--- src/rtl/pset_seq_pkg.sv ---
package pset_seq_pkg;
  localparam int CH_W = 4;
  localparam int N_CH = 1 << CH_W;

  localparam logic [2:0] TM_IMM = 3'd0;
  localparam logic [2:0] TM_SW  = 3'd1;
  localparam logic [2:0] TM_PP  = 3'd2;
  localparam logic [2:0] TM_DMA = 3'd3;

  typedef enum logic [2:0] {
    S_IDLE, S_FETCH, S_CAPT, S_WAIT, S_START, S_BUSY, S_FIN, S_HALT
  } seq_state_t;

  // control part of a configuration word, mode in the low bits
  typedef struct packed {
    logic [CH_W-1:0] dst;
    logic            dma_en;
    logic            irq_en;
    logic [CH_W-1:0] src;
    logic [2:0]      mode;
  } set_ctl_t;

  localparam int CTL_W = $bits(set_ctl_t);
endpackage

--- src/rtl/pset_loop_ctl.sv ---
module pset_loop_ctl #(
  parameter int IDX_W  = 4,
  parameter int LOOP_W = 12
) (
  input  logic              clk,
  input  logic              rst,
  input  logic              init_i,
  input  logic              step_i,
  input  logic [IDX_W-1:0]  start_i,
  input  logic [IDX_W-1:0]  stop_i,
  input  logic [LOOP_W-1:0] loops_i,
  output logic [IDX_W-1:0]  idx_o,
  output logic              last_o
);
  localparam logic [LOOP_W-1:0] ENDLESS = '1;
  localparam logic [LOOP_W-1:0] ONE     = LOOP_W'(1);

  logic [IDX_W-1:0]  idx_q, first_q, stop_q;
  logic [LOOP_W-1:0] left_q;
  logic              inf_q;
  logic              at_stop;

  assign at_stop = (idx_q == stop_q);
  assign last_o  = at_stop && !inf_q && (left_q == ONE);
  assign idx_o   = idx_q;

  always_ff @(posedge clk) begin
    if (rst) begin
      idx_q   <= '0;
      first_q <= '0;
      stop_q  <= '0;
      left_q  <= '0;
      inf_q   <= 1'b0;
    end else if (init_i) begin
      idx_q   <= start_i;
      first_q <= start_i;
      stop_q  <= stop_i;
      left_q  <= loops_i;
      inf_q   <= (loops_i == ENDLESS);
    end else if (step_i) begin
      if (!at_stop) begin
        idx_q <= idx_q + 1'b1;
      end else begin
        idx_q <= first_q;
        if (!inf_q) left_q <= left_q - 1'b1;
      end
    end
  end


  pass_left_chk: assert property (@(posedge clk) disable iff (rst)
    (step_i && !inf_q) |-> (left_q != '0));
endmodule

--- src/rtl/pset_trig_unit.sv ---
module pset_trig_unit
  import pset_seq_pkg::*;
(
  input  logic            clk,
  input  logic            rst,
  input  logic            clr_i,
  input  logic            sw_set_i,
  input  logic [N_CH-1:0] dma_set_i,
  input  logic            pp_i,
  input  logic            share_i,
  input  logic            wait_i,
  input  logic [2:0]      mode_i,
  input  logic [CH_W-1:0] src_i,
  output logic            fire_o
);
  logic            sw_pend;
  logic [N_CH-1:0] dma_pend;
  logic [N_CH-1:0] dma_take;
  logic            hit;
  logic            sw_take;

  always_comb begin
    case (mode_i)
      TM_SW:   hit = sw_pend;
      TM_PP:   hit = pp_i && share_i;
      TM_DMA:  hit = dma_pend[src_i];
      default: hit = 1'b1;
    endcase
  end

  assign fire_o   = wait_i && hit;
  assign sw_take  = fire_o && (mode_i == TM_SW);
  assign dma_take = (fire_o && (mode_i == TM_DMA)) ? (N_CH'(1) << src_i) : '0;

  always_ff @(posedge clk) begin
    if (rst || clr_i) begin
      sw_pend  <= 1'b0;
      dma_pend <= '0;
    end else begin
      sw_pend  <= sw_set_i | (sw_pend & ~sw_take);
      dma_pend <= dma_set_i | (dma_pend & ~dma_take);
    end
  end


  sw_consume_chk: assert property (@(posedge clk) disable iff (rst)
    (wait_i && sw_pend && mode_i == TM_SW && !sw_set_i) |=> !sw_pend);


  dma_consume_chk: assert property (@(posedge clk) disable iff (rst)
    (wait_i && dma_pend[src_i] && mode_i == TM_DMA && !dma_set_i[src_i])
      |=> !dma_pend[$past(src_i)]);


  pp_gate_chk: assert property (@(posedge clk) disable iff (rst)
    (wait_i && mode_i == TM_PP && !share_i) |-> !fire_o);
endmodule

--- src/rtl/pset_evt_out.sv ---
module pset_evt_out
  import pset_seq_pkg::*;
#(
  parameter int IDX_W = 4
) (
  input  logic                    clk,
  input  logic                    rst,
  input  logic                    clr_i,
  input  logic                    fire_i,
  input  logic [IDX_W-1:0]        idx_i,
  input  logic                    irq_en_i,
  input  logic                    dma_en_i,
  input  logic [CH_W-1:0]         dst_i,
  output logic                    irq_o,
  output logic [N_CH-1:0]         dma_o,
  output logic [(1<<IDX_W)-1:0]   done_o
);
  localparam int NSETS = 1 << IDX_W;

  always_ff @(posedge clk) begin
    if (rst || clr_i) begin
      irq_o  <= 1'b0;
      dma_o  <= '0;
      done_o <= '0;
    end else begin
      irq_o  <= fire_i && irq_en_i;
      dma_o  <= (fire_i && dma_en_i) ? (N_CH'(1) << dst_i) : '0;
      done_o <= fire_i ? (NSETS'(1) << idx_i) : '0;
    end
  end


  evt_single_chk: assert property (@(posedge clk) disable iff (rst)
    (done_o != '0) |=> (done_o == '0));
endmodule

--- src/rtl/pset_sequencer.sv ---
module pset_sequencer
  import pset_seq_pkg::*;
#(
  parameter int IDX_W     = 4,
  parameter int LOOP_W    = 12,
  parameter int PAYLOAD_W = 16
) (
  input  logic                         clk,
  input  logic                         rst,
  input  logic [2:0]                   en_key_i,
  input  logic [IDX_W-1:0]             start_idx_i,
  input  logic [IDX_W-1:0]             stop_idx_i,
  input  logic [LOOP_W-1:0]            loop_cnt_i,
  input  logic                         share_en_i,
  input  logic                         sw_trig_i,
  input  logic [N_CH-1:0]              dma_trig_i,
  input  logic                         pp_switch_i,
  input  logic [CTL_W+PAYLOAD_W-1:0]   cfg_rd_data_i,
  input  logic                         done_i,
  output logic                         cfg_rd_en_o,
  output logic [IDX_W-1:0]             cfg_rd_addr_o,
  output logic [PAYLOAD_W-1:0]         work_cfg_o,
  output logic                         start_o,
  output logic                         irq_o,
  output logic [N_CH-1:0]              dma_trig_o,
  output logic [(1<<IDX_W)-1:0]        done_set_o
);
  localparam int NSETS  = 1 << IDX_W;
  localparam int WORD_W = CTL_W + PAYLOAD_W;
  localparam logic [2:0] RUN_KEY = 3'b111;

  seq_state_t           state_q, nxt;
  set_ctl_t             ctl_q;
  logic [PAYLOAD_W-1:0] pay_q, work_q;
  logic                 start_q;
  logic                 run, fire, last, init, step;
  logic [IDX_W-1:0]     idx;

  assign run  = (en_key_i == RUN_KEY);
  assign init = run && (state_q == S_IDLE) && (loop_cnt_i != '0);
  assign step = run && (state_q == S_FIN);

  always_comb begin
    nxt = state_q;
    if (!run) begin
      nxt = S_IDLE;
    end else begin
      case (state_q)
        S_IDLE:  if (loop_cnt_i != '0) nxt = S_FETCH;
        S_FETCH: nxt = S_CAPT;
        S_CAPT:  nxt = S_WAIT;
        S_WAIT:  if (fire) nxt = S_START;
        S_START: nxt = S_BUSY;
        S_BUSY:  if (done_i) nxt = S_FIN;
        S_FIN:   nxt = last ? S_HALT : S_FETCH;
        default: nxt = S_HALT;
      endcase
    end
  end

  always_ff @(posedge clk) begin
    if (rst) begin
      state_q <= S_IDLE;
      ctl_q   <= '0;
      pay_q   <= '0;
      work_q  <= '0;
      start_q <= 1'b0;
    end else begin
      state_q <= nxt;
      start_q <= run && (state_q == S_START);
      if (state_q == S_CAPT) begin
        ctl_q <= cfg_rd_data_i[CTL_W-1:0];
        pay_q <= cfg_rd_data_i[WORD_W-1:CTL_W];
      end
      if (!run)
        work_q <= '0;
      else if (state_q == S_WAIT && fire)
        work_q <= pay_q;
    end
  end

  pset_loop_ctl #(.IDX_W(IDX_W), .LOOP_W(LOOP_W)) loop_i (
    .clk(clk), .rst(rst), .init_i(init), .step_i(step),
    .start_i(start_idx_i), .stop_i(stop_idx_i), .loops_i(loop_cnt_i),
    .idx_o(idx), .last_o(last)
  );

  pset_trig_unit trig_i (
    .clk(clk), .rst(rst), .clr_i(!run),
    .sw_set_i(sw_trig_i), .dma_set_i(dma_trig_i),
    .pp_i(pp_switch_i), .share_i(share_en_i),
    .wait_i(run && state_q == S_WAIT),
    .mode_i(ctl_q.mode), .src_i(ctl_q.src), .fire_o(fire)
  );

  pset_evt_out #(.IDX_W(IDX_W)) evt_i (
    .clk(clk), .rst(rst), .clr_i(!run), .fire_i(step),
    .idx_i(idx), .irq_en_i(ctl_q.irq_en), .dma_en_i(ctl_q.dma_en),
    .dst_i(ctl_q.dst),
    .irq_o(irq_o), .dma_o(dma_trig_o), .done_o(done_set_o)
  );

  assign cfg_rd_en_o   = (state_q == S_FETCH);
  assign cfg_rd_addr_o = idx;
  assign work_cfg_o    = work_q;
  assign start_o       = start_q;


  start_pulse_chk: assert property (@(posedge clk) disable iff (rst)
    start_o |=> !start_o);


  work_stable_chk: assert property (@(posedge clk) disable iff (rst)
    (run && state_q == S_BUSY && $past(state_q) == S_BUSY) |-> $stable(work_cfg_o));


  dma_onehot_chk: assert property (@(posedge clk) disable iff (rst)
    $onehot0(dma_trig_o) && $onehot0(done_set_o));


  irq_with_done_chk: assert property (@(posedge clk) disable iff (rst)
    (irq_o || dma_trig_o != '0) |-> (done_set_o != '0));


  off_quiet_chk: assert property (@(posedge clk) disable iff (rst)
    !run |=> (!start_o && !irq_o && dma_trig_o == '0 && done_set_o == '0
              && !cfg_rd_en_o && work_cfg_o == '0));
endmodule

--- config.mk ---
export PLATFORM = sky130hd
export DESIGN_NAME = pset_sequencer
export DESIGN_NICKNAME = d
export VERILOG_FILES = /design/src/rtl/pset_seq_pkg.sv /design/src/rtl/pset_loop_ctl.sv /design/src/rtl/pset_trig_unit.sv /design/src/rtl/pset_evt_out.sv /design/src/rtl/pset_sequencer.sv
export SDC_FILE = /design/constraint.sdc
export NUM_CORES = 1
export LEC_CHECK = 0
export BUFFER_PORTS_ARGS = -buffer_cell sky130_fd_sc_hd__buf_2
export CAP_MARGIN = 20
export CORE_MARGIN = 2
export CORE_UTILIZATION = 45
export CTS_CLUSTER_DIAMETER = 30
export DETAILED_ROUTE_END_ITERATION = 8
export PLACE_DENSITY = 0.76
export RECOVER_POWER = 25
export SETUP_SLACK_MARGIN = 0.3
export SYNTH_ARGS = -nofsm -noshare
export SYNTH_HDL_FRONTEND = slang
export SYNTH_SLANG_ARGS = --single-unit
--- constraint.sdc ---
create_clock -name clk -period 3.7 [get_ports clk]
set_input_delay 0.555 -clock clk [delete_from_list [all_inputs] [get_ports clk]]
set_output_delay 0.555 -clock clk [all_outputs]
set_load 0.02 [all_outputs]
==> flow_metrics.py, run 1 <==
metrics = {
    "logic_synthesis": {
        "netlist_top_cells_count": "dfxtp_1, nand2_1, nand3_1, a21oi_1, nor2_1",
        "synthesis.nets": 765,
        "syn_area_um2": 5790,
        "ys_ff_latch": 124,
        "netlist_top_cells_area": "dfxtp_1, nand2_1, nand3_1",
        "yosys.area.top_type": "dfxtp_1",
        "synthArstFlopShare": 0,
        "synth_top_area_frac": 0.429,
        "seq_area_frac_synth": 0.429,
        "synth_ff_type": "dfxtp_1",
        "yosys.cell_count.top_type": "dfxtp_1",
        "synthCells": 683,
        "syn_avg_cell_area_um2": 8.48,
        "synth_warnings": 0,
        "yosysUniqueCellTypes": 65,
        "synth_edf_count": 0,
    },
    "global_routing": {
        "grt-ovfl-total": 0,
        "grt_pass1_wl_um": 23700,
        "grt_max_degree": 76,
        "grt_pass1_vias": 4885,
        "track_usage": 0.209,
        "antenna_found_initial": 0,
    },
    "die": {
        "num_rows": 41,
        "die_area_um2": 13800,
        "die_y_um": 117,
        "initial_core_util": 0.461,
        "ioPinCount": 129,
        "core_um2": 12600,
        "die_w_um": 117,
    },
    "route": {
        "dr.pass1.iters": 6,
        "wirelength_um": 14300,
        "num_vias": 5322,
        "wl_per_cell_um": 14.7,
        "viasPerCell": 5.48,
        "postRouteAntennaNets": 0,
        "dr.first_iter.drc_count": 391,
        "drc_errors": 0,
    },
    "worst_setup_path": {
        "cp_num_buf_inv": 0,
        "crit_required_ps": 4050,
        "critPathTopFamily": "compound AO/OA/AOI/OAI gates",
        "setup.worst_path.end": "work_cfg_o[8]",
        "critPathSlowestCell": "a21oi_4",
        "startpoint": "state_q[1]",
        "crit_arrival_ps": 2870,
        "crit_path_start_kind": "flip-flop",
        "regToRegSetupSlack_ps": 1180,
        "crit_chain": "nand4_1, or2_2, a21oi_4, mux2_2, nand3_1",
        "cp_slowest_stage_delay_ps": 760,
        "critical_path_class": "flip-flop to flip-flop",
        "endpoint_kind": "flip-flop",
        "r2r_end": "work_cfg_o[8]",
        "crit_fanout": 34,
        "r2r_start": "state_q[1]",
        "rr_worst_depth": 5,
        "cp_num_cells": 5,
    },
    "clock_tree": {
        "clock_latency_ps": 420,
        "cts_buffers": 17,
        "hold_buffers": 0,
        "path_clk_slew_ps": 60,
        "cts_root_buf": "clkbuf_16",
        "post_cts_resized": 0,
        "clkSinkCount": 124,
        "post_cts.repair.setup_buffers": 0,
        "htreeDepth": 4,
        "cts_tree": "built",
        "cts_buffer_depth": 2,
    },
    "timing": {
        "rsz0062_at_grt": "false",
        "setup_viol": 0,
        "fin_crit_sh": 0.681,
        "slew_headroom": 0.343,
        "fmax_mhz": 397,
        "period_needed_ps": 2520,
        "whs_ps": 377,
        "maxSlewViolCount": 0,
        "tns_ps": 0,
        "fin_skew_ps": 7.39,
        "worst_pin_slew_ps": 984,
        "hold_violations": 0,
    },
    "layout": {
        "instances_no_fill": 972,
        "fill_cells": 1151,
        "seqCellArea_um2": 2480,
        "multi_input_area_um2": 3000,
        "area_growth_pct": 22.0,
        "layout.nets": 868,
        "drive_gt1_frac": 0.204,
        "utilization": 0.562,
    },
    "power": {
        "p_total_mw": 3.42,
        "peakVddDrop_v": 0.000276,
        "power.density_nw_per_um2": 484,
        "p_leak_nw": 2.63,
    },
    "place": {
        "dp_hpwl_um": 9570,
        "dp.cells": 939,
        "port-buffer-count": 128,
        "gp_congestion": 0.896,
    },
    "worst_hold_path": {
        "whs_path_depth": 3,
        "hp-class": "input pin to flip-flop",
    },
    "run_status": {
        "status": "finished, final reports clean",
    },
    "flow_run": {
        "drv_cap": 0,
    },
}
-- logic make-up (layout without fill, tap and decap cells) --
kind of cell               Yosys count  in the layout  synth area share
AOI/OAI and AO/OA                  137            137             0.166
other                                0              1                 0
and+or+nand+nor                    311            311             0.267
adders and majority gates            8              8            0.0173
DFF                                124            124             0.429
muxes                               26             26            0.0497
buffers and inverters               68            184            0.0547
xor gates and xnor gates             9              9            0.0162
-- flip-flops by register name (all words and copies together), names as in the netlist, 3 cells and up --
| signal | cells |
|---|---|
| trig_i.dma_pend | 16 |
| pay_q | 16 |
| loop_i.idx_o | 4 |
| loop_i.stop_q | 4 |
| work_cfg_o | 16 |
| ctl_q | 13 |
| evt_i.done_o | 16 |
| state_q | 3 |
| loop_i.left_q | 12 |
| evt_i.dma_o | 16 |
| loop_i.first_q | 4 |
-- metal layers --
layer | share of wire | global-route usage
met5 | 0 | 0
met1 | 0.45 | 0.274
met3 | 0.067 | 0.0447
met2 | 0.47 | 0.337
met4 | 0.018 | 0.0783
-- worst register-to-register path: cells and delay by family (launching register included) --
family,cells,cell delay (ps)
simple gates,3,700
flops,1,560
mux,1,440
compound gates,1,760
-- metrics by stage --
step	setup WS [ps]	instance area [um2]
2_1_floorplan	1800	5790
3_3_place_gp	1200	6450
3_5_place_dp	1180	6450
4_1_cts	1160	7110
5_1_grt	979	7060
6_report	1180	7060
-- worst min-delay path by stage --
stage                     startpoint           to
global route        cfg_rd_data_i[4]     ctl_q[4]
floorplan                   ctl_q[7]  evt_i.irq_o
CTS                 cfg_rd_data_i[3]     ctl_q[3]
finish              cfg_rd_data_i[3]     ctl_q[3]
detailed placement          ctl_q[7]  evt_i.irq_o
global placement            ctl_q[7]  evt_i.irq_o
-- cell type report --
class                      count  share of cell area
tap                          172              0.0305
clock buffer                  19              0.0627
inverter                      17             0.00904
timing repair buffer         135              0.0905
sequential                   124               0.352
multi-input combinational    491               0.425
antenna                        1            0.000354
clock inverter                13              0.0305
-- layout by cell type, fill, tap and decap left out, drive strengths merged, types with 4 or more instances in the layout --
| cell | count |
|---|---|
| a211oi | 7 |
| a21oi | 51 |
| and2 | 4 |
| and3 | 17 |
| buf | 92 |
| bufinv | 5 |
| clkbuf | 62 |
| clkinvlp | 4 |
| dfxtp | 124 |
| ha | 8 |
| inv | 18 |
| mux2 | 19 |
| mux2i | 7 |
| nand2 | 106 |
| nand2b | 7 |
| nand3 | 56 |
| nand4 | 9 |
| nor2 | 47 |
| nor3 | 15 |
| nor4 | 12 |
| o2111ai | 20 |
| o211ai | 4 |
| o21ai | 16 |
| o31a | 7 |
| or2 | 4 |
| or3 | 22 |
| xnor2 | 8 |
-- power by group --
part	switching, mW	internal [mW]
logic	0.128	0.0893
registers	0.0177	1.35
clock network	0.615	1.22
total	0.761	2.66
Note: power is estimated with default switching activity, not from simulation.
==> run 2: changes to the inputs <==
ABC_AREA = 1   (was unset)
PLACE_DENSITY = 0.8   (was 0.76)
clock period = 2 ns   (was 3.7 ns; I/O delays follow)
==> run 2 against run 1 <==
  * Power increased by 84%
  * Non-clock buffer count increased by 16
  * Sequential share of layout area increased by 0.70 points
  * Clock skew decreased by 1.8 ps
  * Critical path depth increased by 8
  * Register-to-register slack got worse by 880 ps
  * Combinational power increased by 90%
  * Via count decreased by 8.2%
  * Synthesized cell count decreased by 0.44%
  * Global-route usage decreased by 1.0 points
  * Largest cell class is now registers
==> flow_metrics.py, run 2 <==
metrics = {
    "worst_hold_path": {
        "hp-class": "input pin to flip-flop",
        "hp-start": "sw_trig_i",
        "whs_path_depth": 3,
        "whs_endpoint": "trig_i.sw_pend",
    },
    "timing": {
        "tns_ps": 0,
        "fin_ws_ps": 298,
        "fin_skew_ps": 5.61,
        "slew_headroom": 0.745,
        "fmax_mhz": 588,
        "whs_ps": 120,
        "hold_violations": 0,
        "worst_pin_slew_ps": 379,
        "setup_viol": 0,
        "fin_crit_sh": 0.851,
        "rsz0062_at_grt": "true",
        "period_needed_ps": 1700,
        "maxSlewViolCount": 0,
    },
    "layout": {
        "final_common_cell": "dfxtp_1",
        "seqCellArea_um2": 2490,
        "fill_cells": 1025,
        "instances_no_fill": 976,
        "final_cell_mix": "dfxtp_1, buf_2, nand2_1",
        "design_area_um2": 6950,
        "layout.nets": 902,
        "area_growth_pct": 33.6,
        "utilization": 0.611,
        "drive_gt1_frac": 0.271,
        "diodes": 0,
        "multi_input_area_um2": 2470,
    },
    "logic_synthesis": {
        "synth_ff_type": "dfxtp_1",
        "yosys.cell_count.top_type": "dfxtp_1",
        "syn_area_um2": 5200,
        "yosysUniqueCellTypes": 34,
        "syn_avg_cell_area_um2": 7.65,
        "synth_edf_count": 0,
        "ys_ff_latch": 124,
        "synth_top_area_frac": 0.477,
        "netlist_top_cells_area": "dfxtp_1, nand2_1, a21oi_1",
        "seq_area_frac_synth": 0.477,
        "synthCells": 680,
        "yosys.area.top_type": "dfxtp_1",
        "netlist_top_cells_count": "dfxtp_1, nand2_1, inv_1, a21oi_1, o21ai_0",
        "synthArstFlopShare": 0,
        "synth_warnings": 0,
        "synthesis.nets": 762,
    },
    "worst_setup_path": {
        "cp_num_buf_inv": 2,
        "crit_arrival_ps": 1990,
        "endpoint_kind": "flip-flop",
        "crit_top_cell": "nand2_1",
        "critical_path_class": "flip-flop to flip-flop",
        "rr_worst_depth": 13,
        "crit_path_start_kind": "flip-flop",
        "cp_slowest_stage_delay_ps": 390,
        "crit_required_ps": 2290,
        "r2r_end": "trig_i.dma_pend[8]",
        "critPathSlowestCell": "dfxtp_4",
        "regToRegSetupSlack_ps": 300,
        "crit_fanout": 8,
        "critPathTopFamily": "simple AND/OR/NAND/NOR gates",
        "r2r_start": "ctl_q[3]",
        "crit_chain": "buf_8, nand2_2, nand2_1, nand2_1, nand3_2, nand3_2, nand3_2, nand2_4, nor2_4, clkbuf_16, nand2_1, nand2_1, a21oi_1",
    },
    "route": {
        "num_vias": 4888,
        "wl_per_cell_um": 13.3,
        "viasPerCell": 5.01,
        "postRouteAntennaNets": 0,
        "drc_errors": 0,
        "dr.pass1.iters": 4,
        "wirelength_um": 13000,
        "dr.first_iter.drc_count": 297,
    },
    "power": {
        "peakVddDrop_v": 0.000652,
        "p_leak_nw": 2.97,
        "power.density_nw_per_um2": 905,
        "p_total_mw": 6.29,
    },
    "die": {
        "ioPinCount": 129,
        "core_um2": 11400,
        "die_area_um2": 12400,
        "die_w_um": 112,
        "die_y_um": 112,
        "initial_core_util": 0.458,
        "num_rows": 39,
    },
    "clock_tree": {
        "path_clk_slew_ps": 50,
        "cts_buffer_depth": 2,
        "clkSinkCount": 124,
        "cts_root_buf": "clkbuf_16",
        "hold_buffers": 0,
        "cts_tree": "built",
        "clock_latency_ps": 410,
        "cts_buffers": 17,
        "htreeDepth": 4,
    },
    "global_routing": {
        "antenna_found_initial": 0,
        "grt_pass1_vias": 4447,
        "grt-ovfl-total": 0,
        "grt_max_degree": 33,
        "track_usage": 0.198,
        "grt_pass1_wl_um": 20000,
    },
    "place": {
        "gp_congestion": 0.943,
        "placed_area_um2": 6000,
        "dp_hpwl_um": 8680,
        "port-buffer-count": 128,
        "dp.cells": 939,
        "post-place-ws_ps": 130,
    },
    "run_status": {
        "status": "finished, final reports clean",
    },
    "flow_run": {
        "drv_cap": 0,
    },
}
==> run 2: how the worst max path moves through the flow <==
| stage | start | end | slack (ps) | cells after the start |
|---|---|---|---|---|
| after floorplan | loop_i.idx_o[2] | loop_i.left_q[5] | 360 | 10 |
| after global placement | loop_cnt_i[0] | loop_i.left_q[9] | 130 | 9 |
| after detailed placement | loop_cnt_i[0] | loop_i.left_q[9] | 130 | 9 |
| final | ctl_q[3] | trig_i.dma_pend[8] | 300 | 13 |
| after global routing | ctl_q[3] | trig_i.dma_pend[11] | 170 | 13 |
| after CTS | state_q[2] | loop_i.left_q[9] | 280 | 9 |
==> run 2: where the power goes <==
part | internal [mW] | switching [mW] | total, mW
sequential | 2.50 | 0.0261 | 2.53
combinational | 0.168 | 0.247 | 0.415
clock | 2.26 | 1.08 | 3.35
==> run 2: cells by family (layout without fill, tap and decap cells) <==
kind of cell | count (synthesis) | count (layout) | synth area share
AND/OR/NAND/NOR | 259 | 259 | 0.221
AO/OA/AOI/OAI | 162 | 162 | 0.169
buffers and inverters | 118 | 271 | 0.0979
adder cells (fa/ha/maj) | 8 | 8 | 0.0192
XOR/XNOR | 9 | 9 | 0.0151
flip-flops | 124 | 124 | 0.477
==> run 2: area by class of cell <==
cell class | count | area share
multi-input cells | 438 | 0.356
inverters | 88 | 0.0491
well taps | 143 | 0.0257
repair buffers | 151 | 0.117
clock inverters | 12 | 0.0277
flip-flops and latches | 124 | 0.359
clock buffers | 20 | 0.0657
==> run 2: tightest hold or removal path: cells and delay by family <==
kind | cells | cell delay (ps)
compound gates | 1 | 50
buf+inv | 2 | 130
==> run 2: timing repair <==
action,CTS,global route
gates resized for setup,2,86
endpoints found under the setup margin,48,88
cloned,0,2
setup buffers,1,2
hold endpoints to repair,0,0
pin swaps,1,20
==> run 2: routing by layer <==
metal	GRT usage	routed length (um)
met2	0.322	6180
met5	0	0
met3	0.0702	887
met1	0.240	5660
met4	0.0815	256
==> run 3: changes to the inputs <==
PLACE_DENSITY = 0.79   (was 0.8)
SYNTH_HIERARCHICAL = 1   (was unset)
==> run 3 against run 2 <==
  * Sequential power barely moved
  * Count of clock-buffer cells in the layout is 2 higher
  * Global-route usage grew 1.3 points
  * Flip-flop and latch count is the same
  * Die area rose by 6.1%
  * Power fell by 3.0%
  * Register-to-register slack about the same
  * Non-clock buffer count is 13 higher
  * Clock power shrank 7.2%
  * Critical path type unchanged
==> flow_metrics.py, run 3 <==
metrics = {
    "die": {
        "die_area_um2": 13200,
        "initial_core_util": 0.461,
        "num_rows": 40,
        "core_um2": 12000,
        "die_y_um": 115,
        "ioPinCount": 129,
        "die_w_um": 115,
    },
    "worst_hold_path": {
        "hp-class": "input pin to flip-flop",
        "whs_path_depth": 3,
        "hp-start": "sw_trig_i",
        "whs_endpoint": "trig_i/sw_pend",
    },
    "worst_setup_path": {
        "regToRegSetupSlack_ps": 300,
        "crit_required_ps": 2340,
        "endpoint_kind": "flip-flop",
        "startpoint": "state_q[1]",
        "crit_arrival_ps": 2030,
        "crit_fanout": 5,
        "critical_path_class": "flip-flop to flip-flop",
        "rr_worst_depth": 11,
        "r2r_end": "work_cfg_o[4]",
        "crit_path_start_kind": "flip-flop",
        "r2r_start": "state_q[1]",
    },
    "clock_tree": {
        "cts_buffer_depth": 2,
        "clock_latency_ps": 420,
        "cts_tree": "built",
        "cts_root_buf": "clkbuf_16",
        "path_clk_slew_ps": 50,
        "cts_buffers": 17,
        "hold_buffers": 0,
        "clkSinkCount": 124,
        "htreeDepth": 4,
    },
    "route": {
        "postRouteAntennaNets": 0,
        "dr.first_iter.drc_count": 374,
        "viasPerCell": 5.10,
        "drc_errors": 0,
        "dr.pass1.iters": 5,
        "num_vias": 5459,
        "wirelength_um": 14100,
        "wl_per_cell_um": 13.1,
    },
    "logic_synthesis": {
        "ys_ff_latch": 124,
        "synth_ff_type": "dfxtp_1",
        "synth_edf_count": 0,
        "yosysUniqueCellTypes": 39,
        "netlist_top_cells_area": "dfxtp_1, nand2_1, a21oi_1",
        "syn_avg_cell_area_um2": 7.30,
        "netlist_top_cells_count": "nand2_1, dfxtp_1, inv_1, a21oi_1, nor2_1",
        "synth_top_area_frac": 0.448,
        "synthArstFlopShare": 0,
        "synthCells": 758,
        "syn_area_um2": 5540,
        "yosys.area.top_type": "dfxtp_1",
        "yosys.cell_count.top_type": "nand2_1",
        "synthesis.nets": 835,
        "synth_warnings": 6,
        "seq_area_frac_synth": 0.448,
    },
    "layout": {
        "layout.nets": 988,
        "diodes": 0,
        "final_common_cell": "nand2_1",
        "area_growth_pct": 32.6,
        "final_cell_mix": "nand2_1, dfxtp_1, inv_1, buf_2, a21oi_1",
        "drive_gt1_frac": 0.260,
        "instances_no_fill": 1071,
    },
    "global_routing": {
        "grt_pass1_vias": 4908,
        "grt-ovfl-total": 0,
        "antenna_found_initial": 0,
        "grt_pass1_wl_um": 22500,
        "track_usage": 0.212,
        "grt_max_degree": 45,
    },
    "power": {
        "seqPwrFrac": 0.414,
        "peakVddDrop_v": 0.000497,
        "p_leak_nw": 2.92,
        "power.switching_mw": 1.39,
        "p_clk_frac": 0.509,
        "p_total_mw": 6.11,
        "power_frac_comb": 0.077,
        "intPower_mw": 4.72,
        "switching_share": 0.228,
        "power.density_nw_per_um2": 832,
    },
    "place": {
        "dp.cells": 1025,
        "gp_congestion": 0.907,
        "port-buffer-count": 128,
        "dp_hpwl_um": 9350,
    },
    "run_status": {
        "status": "finished, final reports clean",
    },
    "timing": {
        "setup_viol": 0,
        "period_needed_ps": 1700,
        "whs_ps": 122,
        "fin_crit_sh": 0.848,
        "maxSlewViolCount": 0,
        "tns_ps": 0,
        "rsz0062_at_grt": "true",
        "worst_pin_slew_ps": 644,
        "fin_skew_ps": 8.99,
        "fmax_mhz": 590,
        "hold_violations": 0,
        "slew_headroom": 0.570,
    },
    "flow_run": {
        "drv_cap": 0,
    },
}
## run 3: cell count changes in the layout (fill, tap and decap cells not counted), moves of 9 or more
cell,change
nand4_1,+17
nand3_1,+44
nand2_4,-9
a21oi_1,+11
nor2_1,+12
nand2_2,-19
nor3_1,-18
o21ai_0,-26
nand2_1,+53
## run 3: stage by stage
stage / worst slack (ps) / util / area, um2
3_3_place_gp: 73.5 / 0.532 / 6390
4_1_cts: 298 / 0.595 / 7140
6_report: 304 / 0.611 / 7340
2_1_floorplan: 180 / - / 5570
3_5_place_dp: 60.1 / 0.532 / 6390
5_1_grt: 193 / 0.611 / 7340
## run 3: how the worst max path moves through the flow
stage                                  end  slack (ps)  cells after the start
after floorplan           loop_i/left_q[9]         180                      7
after global placement      work_cfg_o[15]          70                     13
after detailed placement     work_cfg_o[2]          60                     13
after CTS                    work_cfg_o[2]         300                     12
after global routing         work_cfg_o[4]         190                     12
final                        work_cfg_o[4]         300                     11
## run 3: layout make-up
| cell class | count | area (um2) |
|---|---|---|
| repair buffers | 164 | 967 |
| well taps | 147 | 184 |
| clock inverters | 10 | 140 |
| flip-flops and latches | 124 | 2500 |
| clock buffers | 22 | 464 |
| inverters | 100 | 393 |
| multi-input cells | 504 | 2690 |
| fillers | 1124 | 4670 |
## run 3: routing by layer
| metal | share of wire | global-route usage | wire, um | vias to the layer above |
|---|---|---|---|---|
| met5 | 0 | 0 | 0 | - |
| met4 | 0.017 | 0.0859 | 235 | 0 |
| met3 | 0.061 | 0.0575 | 859 | 19 |
| met2 | 0.48 | 0.341 | 6820 | 187 |
| met1 | 0.44 | 0.270 | 6160 | 2460 |
| li1 | - | - | - | 2793 |
## run 3: cells by family (layout without fill, tap and decap cells)
group	count (synthesis)	in the layout	synth area share
flip-flops	124	124	0.448
buffers and inverters	132	296	0.101
XOR/XNOR	2	2	0.00317
AO/OA/AOI/OAI	146	146	0.146
AND/OR/NAND/NOR	351	353	0.294
adder cells (fa/ha/maj)	3	3	0.00678
## run 3: power groups by stage
stage | clock network (mW) | registers, mW | logic [mW]
floorplan | 0 | 2.58 | 0.269
global placement | 0 | 2.58 | 0.426
detailed placement | 0 | 2.58 | 0.428
CTS | 3.15 | 2.53 | 0.443
global route | 3.27 | 2.53 | 0.529
finish | 3.11 | 2.53 | 0.469
## run 3: worst max-delay path, cell delays in order, from the launching register on
cell	delay (ps)
dfxtp_2	330
buf_4	140
nand2_2	60
inv_2	70
nand2_4	80
nor2_4	80
a21boi_4	210
nand2_4	90
inv_6	80
bufbuf_16	250
nand3_1	90
a21oi_1	140
## run 3: what timing repair did
item,in CTS,in global routing
setup endpoints to repair,39,56
cloned,1,2
setup buffers,4,7
resized for setup,16,47
pin swaps,0,29
